===== config.mk =====
export PLATFORM = sky130hd
export DESIGN_NAME = lb2_act_ctrl
export DESIGN_NICKNAME = d
export VERILOG_FILES = /design/src/rtl/lb2_pkg.sv /design/src/rtl/lb2_req_sel.sv /design/src/rtl/lb2_fsm.sv /design/src/rtl/lb2_datapath.sv /design/src/rtl/lb2_act_ctrl.sv
export SDC_FILE = /design/constraint.sdc
export NUM_CORES = 1
export LEC_CHECK = 0
export BUFFER_PORTS_ARGS = -buffer_cell sky130_fd_sc_hd__buf_2
export CORE_MARGIN = 4
export CORE_UTILIZATION = 45
export CTS_CLUSTER_DIAMETER = 100
export CTS_CLUSTER_SIZE = 40
export DETAILED_ROUTE_END_ITERATION = 8
export PLACE_DENSITY = 0.82
export SLEW_MARGIN = 10
export SYNTH_ARGS = -nofsm -noshare
export SYNTH_HDL_FRONTEND = slang
export SYNTH_SLANG_ARGS = --single-unit

===== constraint.sdc =====
create_clock -name clk -period 3.1 [get_ports clk]
set_clock_uncertainty 0.05 [all_clocks]
set_input_delay 0.155 -clock clk [delete_from_list [all_inputs] [get_ports clk]]
set_output_delay 0.155 -clock clk [all_outputs]
set_load 0.1 [all_outputs]

===== src/rtl/lb2_pkg.sv =====
package lb2_pkg;

  typedef enum logic [1:0] {
    ST_IDLE = 2'd0,
    ST_WAIT = 2'd1,
    ST_LOOP = 2'd2
  } lb2_state_e;

  typedef enum logic [1:0] {
    PICK_NORMAL = 2'd0,
    PICK_ONES   = 2'd1,
    PICK_LOOP   = 2'd2
  } lb2_pick_e;

  // next state for one frame strobe
  function automatic lb2_state_e lb2_next(input lb2_state_e cur, input logic req,
                                          input logic imm, input logic far_act);
    lb2_state_e n;
    n = ST_IDLE;
    if (req) begin
      case (cur)
        ST_IDLE: n = imm ? ST_LOOP : ST_WAIT;
        ST_WAIT: n = far_act ? ST_LOOP : ST_WAIT;
        ST_LOOP: n = ST_LOOP;
        default: n = ST_IDLE;
      endcase
    end
    return n;
  endfunction

  // transmitted ACT bit for a given state
  function automatic logic lb2_act(input lb2_state_e st, input logic imm,
                                   input logic info3, input logic normal_act);
    logic a;
    case (st)
      ST_WAIT: a = info3;
      ST_LOOP: a = imm ? 1'b0 : info3;
      default: a = normal_act;
    endcase
    return a;
  endfunction

  // upstream source for a given state
  function automatic lb2_pick_e lb2_pick(input lb2_state_e st);
    lb2_pick_e p;
    case (st)
      ST_WAIT: p = PICK_ONES;
      ST_LOOP: p = PICK_LOOP;
      default: p = PICK_NORMAL;
    endcase
    return p;
  endfunction

endpackage


===== src/rtl/lb2_req_sel.sv =====
module lb2_req_sel (
  input  logic auto_eoc_en,
  input  logic eoc_lb_cmd,
  input  logic man_lb,
  output logic req
);
  always_comb req = auto_eoc_en ? eoc_lb_cmd : man_lb;
endmodule


===== src/rtl/lb2_fsm.sv =====
module lb2_fsm
  import lb2_pkg::*;
(
  input  logic       clk,
  input  logic       rst_n,
  input  logic       frame_stb,
  input  logic       req,
  input  logic       mode_immediate,
  input  logic       rx_act,
  output lb2_state_e state_q,
  output lb2_state_e state_nxt,
  output logic       mode_q,
  output logic       mode_eff
);
  // mode is live only while idle; captured on the strobe that leaves idle
  always_comb mode_eff = (state_q == ST_IDLE) ? mode_immediate : mode_q;

  always_comb begin
    state_nxt = state_q;
    if (frame_stb) state_nxt = lb2_next(state_q, req, mode_eff, rx_act);
  end

  always_ff @(posedge clk or negedge rst_n) begin
    if (!rst_n) begin
      state_q <= ST_IDLE;
      mode_q  <= 1'b1;
    end else if (frame_stb) begin
      state_q <= state_nxt;
      if (state_q == ST_IDLE) mode_q <= mode_immediate;
    end
  end

  // a low request at a strobe always lands in idle
  p_drop_idle_r4: assert property (@(posedge clk) disable iff (!rst_n)
    (frame_stb && !req) |=> (state_q == ST_IDLE));

  // far-end acknowledge closes the loop at that strobe
  p_ack_closes_r3: assert property (@(posedge clk) disable iff (!rst_n)
    (frame_stb && req && rx_act && state_q == ST_WAIT) |=> (state_q == ST_LOOP));
endmodule


===== src/rtl/lb2_datapath.sv =====
module lb2_datapath
  import lb2_pkg::*;
#(
  parameter int B_W   = 8,
  parameter int NUM_B = 2,
  parameter int D_W   = 2,
  localparam int W    = NUM_B * B_W + D_W
) (
  input  logic           clk,
  input  logic           rst_n,
  input  logic           frame_stb,
  input  lb2_state_e     state_nxt,
  input  logic           mode_eff,
  input  logic           info3_seen,
  input  logic           act_src,
  input  logic [W-1:0]   dn_data,
  input  logic [W-1:0]   up_src,
  output logic           tx_act,
  output logic [W-1:0]   up_data
);
  lb2_pick_e pick;
  logic      act_d;

  always_comb begin
    pick  = lb2_pick(state_nxt);
    act_d = lb2_act(state_nxt, mode_eff, info3_seen, act_src);
  end

  always_ff @(posedge clk or negedge rst_n) begin
    if (!rst_n)         tx_act <= 1'b0;
    else if (frame_stb) tx_act <= act_d;
  end

  // one register per B lane, highest lane first
  for (genvar i = 0; i < NUM_B; i++) begin : g_blane
    localparam int HI = W - 1 - i * B_W;
    logic [B_W-1:0] lane_d;
    always_comb begin
      case (pick)
        PICK_LOOP: lane_d = dn_data[HI -: B_W];
        PICK_ONES: lane_d = '1;
        default:   lane_d = up_src[HI -: B_W];
      endcase
    end
    always_ff @(posedge clk or negedge rst_n) begin
      if (!rst_n)         up_data[HI -: B_W] <= '1;
      else if (frame_stb) up_data[HI -: B_W] <= lane_d;
    end
  end

  // D lane at the bottom of the word
  logic [D_W-1:0] dlane_d;
  always_comb begin
    case (pick)
      PICK_LOOP: dlane_d = dn_data[D_W-1:0];
      PICK_ONES: dlane_d = '1;
      default:   dlane_d = up_src[D_W-1:0];
    endcase
  end
  always_ff @(posedge clk or negedge rst_n) begin
    if (!rst_n)         up_data[D_W-1:0] <= '1;
    else if (frame_stb) up_data[D_W-1:0] <= dlane_d;
  end

  // outputs move only on strobe edges
  p_hold_between_r8: assert property (@(posedge clk) disable iff (!rst_n)
    !frame_stb |=> ($stable(up_data) && $stable(tx_act)));

  // entering the looped state carries the sampled downstream word
  p_loop_data_r3: assert property (@(posedge clk) disable iff (!rst_n)
    (frame_stb && state_nxt == ST_LOOP) |=> (up_data == $past(dn_data)));
endmodule


===== src/rtl/lb2_act_ctrl.sv =====
module lb2_act_ctrl
  import lb2_pkg::*;
#(
  parameter int B_W   = 8,
  parameter int NUM_B = 2,
  parameter int D_W   = 2,
  localparam int W    = NUM_B * B_W + D_W
) (
  input  logic         clk,
  input  logic         rst_n,
  input  logic         frame_stb,
  input  logic         auto_eoc_en,
  input  logic         eoc_lb_cmd,
  input  logic         man_lb,
  input  logic         mode_immediate,
  input  logic         info3_seen,
  input  logic         rx_act,
  input  logic         act_src,
  input  logic [W-1:0] dn_data,
  input  logic [W-1:0] up_src,
  output logic         tx_act,
  output logic [W-1:0] up_data
);
  logic       req;
  lb2_state_e state_q;
  lb2_state_e state_nxt;
  logic       mode_q;
  logic       mode_eff;

  lb2_req_sel u_req (
    .auto_eoc_en (auto_eoc_en),
    .eoc_lb_cmd  (eoc_lb_cmd),
    .man_lb      (man_lb),
    .req         (req)
  );

  lb2_fsm u_fsm (
    .clk            (clk),
    .rst_n          (rst_n),
    .frame_stb      (frame_stb),
    .req            (req),
    .mode_immediate (mode_immediate),
    .rx_act         (rx_act),
    .state_q        (state_q),
    .state_nxt      (state_nxt),
    .mode_q         (mode_q),
    .mode_eff       (mode_eff)
  );

  lb2_datapath #(.B_W(B_W), .NUM_B(NUM_B), .D_W(D_W)) u_dp (
    .clk        (clk),
    .rst_n      (rst_n),
    .frame_stb  (frame_stb),
    .state_nxt  (state_nxt),
    .mode_eff   (mode_eff),
    .info3_seen (info3_seen),
    .act_src    (act_src),
    .dn_data    (dn_data),
    .up_src     (up_src),
    .tx_act     (tx_act),
    .up_data    (up_data)
  );

  // waiting always shows all ones upstream
  p_wait_ones_r2: assert property (@(posedge clk) disable iff (!rst_n)
    (state_q == ST_WAIT) |-> (up_data == {W{1'b1}}));

  // a loop opened in immediate mode keeps ACT low
  p_imm_act_low_r1: assert property (@(posedge clk) disable iff (!rst_n)
    (state_q == ST_LOOP && mode_q) |-> !tx_act);

  // idle before any strobe after reset shows reset values
  p_reset_vals_r9: assert property (@(posedge clk)
    !rst_n |=> (state_q == ST_IDLE));
endmodule


# After elaboration in Yosys (flattened, before gate mapping)
# Cells that the tools add are included.
[word_totals]
input_bits = 46
ff_bits = 22
wordCells = 26
out_inout_bits = 19
[op_classes]
mux = 13
eq_ne = 6
n_reduce_logical = 1
[op_table]
columns = ["cell", "n"]
rows = [
  ["$pmux 8 s2", 2],
  ["$mux 2", 4],
  ["$pmux 2 s2", 2],
  ["$eq 2x1->1 const B", 3],
  ["$eq 2x2->1 const B", 3],
  ["$pmux 2 s3", 1],
  ["$mux 1", 3],
  ["$logic_not 2->1", 1],
  ["$pmux 1 s2", 1],
]

# Depth between registers and ports, before layout
[depth]
ltp_word = 10
ltp_mapped = 8
ltp_nobuf = 7

# Cells and area by module
# A second synthesis with hierarchy kept.
[unflattened]
hier_cells = 132
area_unflattened_um2 = 1260.0
[by_module_without_submodules]
columns = ["module", "cells_per_inst", "area_each_um2", "instances", "seq_area_each_um2"]
rows = [
  ["lb2_datapath", 113, 1059.8, 1, 498.0],
  ["lb2_fsm", 18, 185.2, 1, 76.3],
  ["lb2_req_sel", 1, 15.0, 1, 0.0],
]

# Worst setup path after synthesis
# No wires, ideal clock.
[synth_path]
kind = "register to register"
start = "reg u_fsm.state_q[0]"
end = "reg u_dp.up_data[15]"
stages_incl_launch_ff = 9
slack_ps = 623
setup_ps = 76
synth_period_minus_slack_ps = 2477
path_buffers = 2
arrival_time_ps = 2351
required_time_ps = 2974
path_cell_list = "dfrtp_1 > mux2_4 > or4_4 > a21boi_0 > ha_1 > buf_4 > clkbuf_1 > mux2i_1 > a31oi_2"
[synth_via]
elab_chain_cells = 10
elab_cells_between_ends = 14
cone_classes = "eq/ne: 6; mux: 7; reduce/logical: 1"
[synth_rtl]
columns = ["element", "line_no", "text"]
rows = [
  ["start: declaration", "lb2_fsm.sv:10", "output lb2_state_e state_q,"],
  ["start signal: assignment", "lb2_fsm.sv:28", "state_q <= state_nxt;"],
  ["$logic_not 2->1", "lb2_pkg.sv:21, lb2_fsm.sv:16", ""],
  ["$mux 1", "lb2_fsm.sv:16", "always_comb mode_eff = (state_q == ST_IDLE) ? mode_immediate : mode_q;"],
  ["$mux 2", "lb2_pkg.sv:22", "ST_IDLE: n = imm ? ST_LOOP : ST_WAIT;"],
  ["$pmux 2 s3", "lb2_pkg.sv:21", "case (cur)"],
  ["$mux 2", "lb2_pkg.sv:20", "if (req) begin"],
  ["$mux 2 *", "lb2_fsm.sv:20", "if (frame_stb) state_nxt = lb2_next(state_q, req, mode_eff, rx_act);"],
  ["$eq 2x2->1 / $eq 2x1->1 (equally long branches)", "lb2_pkg.sv:46", "case (st)"],
  ["$pmux 2 s2 *", "lb2_pkg.sv:46", ""],
  ["$eq 2x1->1 / $eq 2x2->1 (equally long branches)", "lb2_datapath.sv:39", "case (pick)"],
  ["$pmux 8 s2 *", "lb2_datapath.sv:39", ""],
  ["end signal: indexed assignment", "lb2_datapath.sv:47", "else if (frame_stb) up_data[HI -: B_W] <= lane_d;"],
  ["end: declaration", "lb2_datapath.sv:19", "output logic [W-1:0] up_data"],
]
# Mark *: on every way between the ends. The rest lies on a longest branch, timed or not.
# A chain may end at the register's enable or synchronous reset.

# Worst setup path after layout
[layout_path]
start = "reg u_fsm.state_q[0]"
end = "reg u_dp.up_data[17]"
# The elaborated chain is that of the path after synthesis.

==> impl_metrics.env <==
export IMPL_htree_levels=1
export IMPL_area_growth_pct=30.7
export IMPL_cts_clk_slew_worst_paths_ns=0.13
export IMPL_antenna_found_initial=0
export IMPL_yosys_area_top_type="dfstp_2"
export IMPL_drt_pass1_iterations=4
export IMPL_synth_fp_nets=160
export IMPL_fin_nets=224
export IMPL_regArea_um2=574
export IMPL_worst_setup_path_start_kind="flip-flop"
export IMPL_numPortBuffers=64
export IMPL_root_buffer="clkbuf_4"
export IMPL_worstPathRequired_ns=3.29
export IMPL_drtIter0Drc=38
export IMPL_drc=0
export IMPL_ys_types=27
export IMPL_crit_chain="mux2_4, or4_4, a21boi_0, ha_1, mux2i_1, a31oi_4"
export IMPL_grt_pass1_wl_mm=4.35
export IMPL_ys_seq_elements=22
export IMPL_avgViaCountPerCell=5.37
export IMPL_die_area_mm2=0.00371
export IMPL_grt_overflow_total=0
export IMPL_drive_above_1_share_pct=59.2
export IMPL_setup_ws_ns=0.505
export IMPL_hold_viol=0
export IMPL_setup_viol=0
export IMPL_tns_ns=0
export IMPL_synth_seq_area_share_pct=45.6
export IMPL_synthArstFlopShare_pct=100
export IMPL_endpoint_kind="flip-flop"
export IMPL_ant_nets=0
export IMPL_globalRouteTotalUtil_pct=15.7
export IMPL_cts_num_sinks=22
export IMPL_synth_edff_count=0
export IMPL_ios=65
export IMPL_min_period_ns=2.59
export IMPL_synth_mux_area_share_pct=17.2
export IMPL_synth_warnings=0
export IMPL_cp_slowest_cell="ha_1"
export IMPL_crit_path_max_fanout=18
export IMPL_irDropWorstVdd_uv=463
export IMPL_ys_flop_type="dfstp_2"
export IMPL_vias=1095
export IMPL_grt_pass1_vias=1062
export IMPL_path_class="reg -> reg"
export IMPL_wl_mm=2.79
export IMPL_fp_dieW_um=60.9
export IMPL_relSlewSlack_pct=29.8
export IMPL_fin_util_pct=64.1
export IMPL_rsz0062_at_grt="false"
export IMPL_core_mm2=0.00257
export IMPL_tritoncts="yes"
export IMPL_fmax_ghz=0.385
export IMPL_dp_hpwl_mm=2.12
export IMPL_synthAdderAreaFrac_pct=2.98
export IMPL_synthCells=111
export IMPL_die_h_um=60.9
export IMPL_max_cap_viol_count=0
export IMPL_synth_top_area_share_pct=39.7
export IMPL_numCtsBuffers=3
export IMPL_dp_slack_ns=0.471
export IMPL_p_leak_nw=0.746
export IMPL_synth_top_family_by_area="compound AO/OA/AOI/OAI gates"
export IMPL_critPathBufInv=0
export IMPL_ys_top_cells_by_count="dfstp_2 (19), mux2i_1 (19), nor2_1 (19)"
export IMPL_start_util_pct=49.0
export IMPL_synth_area_top_cells="dfstp_2 (40%), mux2i_1 (15%), a31oi_2 (8.9%)"
export IMPL_ctsResizeCount=0
export IMPL_synthSimpleGateAreaFrac_pct=8.75
export IMPL_critPathArrivalTime_ns=2.79
export IMPL_nFillCells=229
export IMPL_min_path_type="in -> reg"
export IMPL_cp_top_family="multiplexers"
export IMPL_synth_compound_area_share_pct=21.0
export IMPL_clock_tree_buffer_depth=2
export IMPL_syn_area_per_cell_um2=11.3
export IMPL_cts_setup_buffers=0
export IMPL_status="completed"
export IMPL_grt_max_degree=26
export IMPL_rows=18
export IMPL_synth_area_mm2=0.00126
export IMPL_diodes=0
export IMPL_clk_latency_ns=0.30
export IMPL_post_route_period_util_pct=83.7
export IMPL_gp_congestion=0.908
export IMPL_power_density_mw_per_mm2=721
export IMPL_wl_per_cell_um=13.7
export IMPL_slowest_delay_ns=0.59
export IMPL_multi_input_area_um2=628
export IMPL_drv_slew=0
export IMPL_worst_slew_pin_slew_ns=1.05
export IMPL_synth_xor_area_share_pct=0
worst min-delay path: stages:
cell and delay (ns):
buf_2 0.10, nand2_1 0.05, o31ai_1 0.06
timing repair:
item	CTS	global route
setup endpoints to repair	0	0
hold buffers	1	0
endpoints found under the hold margin	3	0
area by class of cell:
cell class / count / share of cell area (%)
Multi-Input combinational cell: 79 / 38.2
Sequential cell: 22 / 34.9
Clock inverter: 1 / 1.83
Clock buffer: 3 / 1.37
Timing Repair Buffer: 67 / 21.0
Inverter: 2 / 0.456
Tap cell: 30 / 2.28
per-layer routing:
metal  vias to the layer above  global-route usage, %  share of wire, %
met4                         0                   6.50              0.39
met3                         2                   2.98                12
met5                         -                      0                 0
met1                       504                   17.2                38
li1                        535                      -                 -
met2                        54                   29.3                49
layout by cell type (no fill, tap or decap), drive strengths merged, types with 2 or more instances in the layout:
cell type and instances:
a22o 2, a31oi 19, buf 66, clkbuf 3, dfrtp 3, dfstp 19
ha 3, inv 2, mux2 2, mux2i 19, nand2 2, nor2 19
o21ai 4
stage by stage:
| stage | hold WS [ns] | power (mW) | area [um^2] | std cells |
|---|---|---|---|---|
| 2_1_floorplan | -0.191 | 0.879 | 1260 | 111 |
| 3_3_place_gp | 0.0860 | 0.963 | 1580 | 199 |
| 6_report | 0.0338 | 1.19 | 1650 | 204 |
| 4_1_cts | 0.0237 | 1.20 | 1650 | 204 |
| 3_5_place_dp | 0.0959 | 0.974 | 1580 | 199 |
| 5_1_grt | 0.0144 | 1.24 | 1650 | 204 |
report_power, final:
group	switching [mW]	internal, mW
combinational	0.433	0.136
sequential	0.0306	0.367
clock	0.0898	0.131
cells by family after synthesis:
logic type               after synthesis
AND/OR/NAND/NOR                       25
adder cells (fa/ha/maj)                3
flip-flops                            22
multiplexers                          21
AO/OA/AOI/OAI                         30
buffers and inverters                 10
worst paths after layout:
path | from | to | slack [ns] | depth (start not counted)
setup / recovery | u_fsm.state_q[0]$_DFFE_PN0P_ | u_dp.up_data[17]$_DFFE_PN1P_ | 0.51 | 6
hold / removal | info3_seen | u_dp.tx_act$_DFFE_PN0P_ | 0.03 | 3
setup reg to reg | u_fsm.state_q[0]$_DFFE_PN0P_ | u_dp.up_data[17]$_DFFE_PN1P_ | 0.51 | 6
hold reg to reg | u_dp.up_data[6]$_DFFE_PN1P_ | u_dp.up_data[6]$_DFFE_PN1P_ | 0.44 | 2
max in group asynchronous | rst_n | u_dp.up_data[1]$_DFFE_PN1P_ | 2.38 | 2
min in group asynchronous | rst_n | u_dp.tx_act$_DFFE_PN0P_ | 0.28 | 2
sequential cells by signal (all words and copies together), names as in the netlist:
signal and cells:
u_fsm.mode_q 1, u_dp.up_data 18, u_fsm.state_q 2, u_dp.tx_act 1
(Power assumes the default switching activity.)
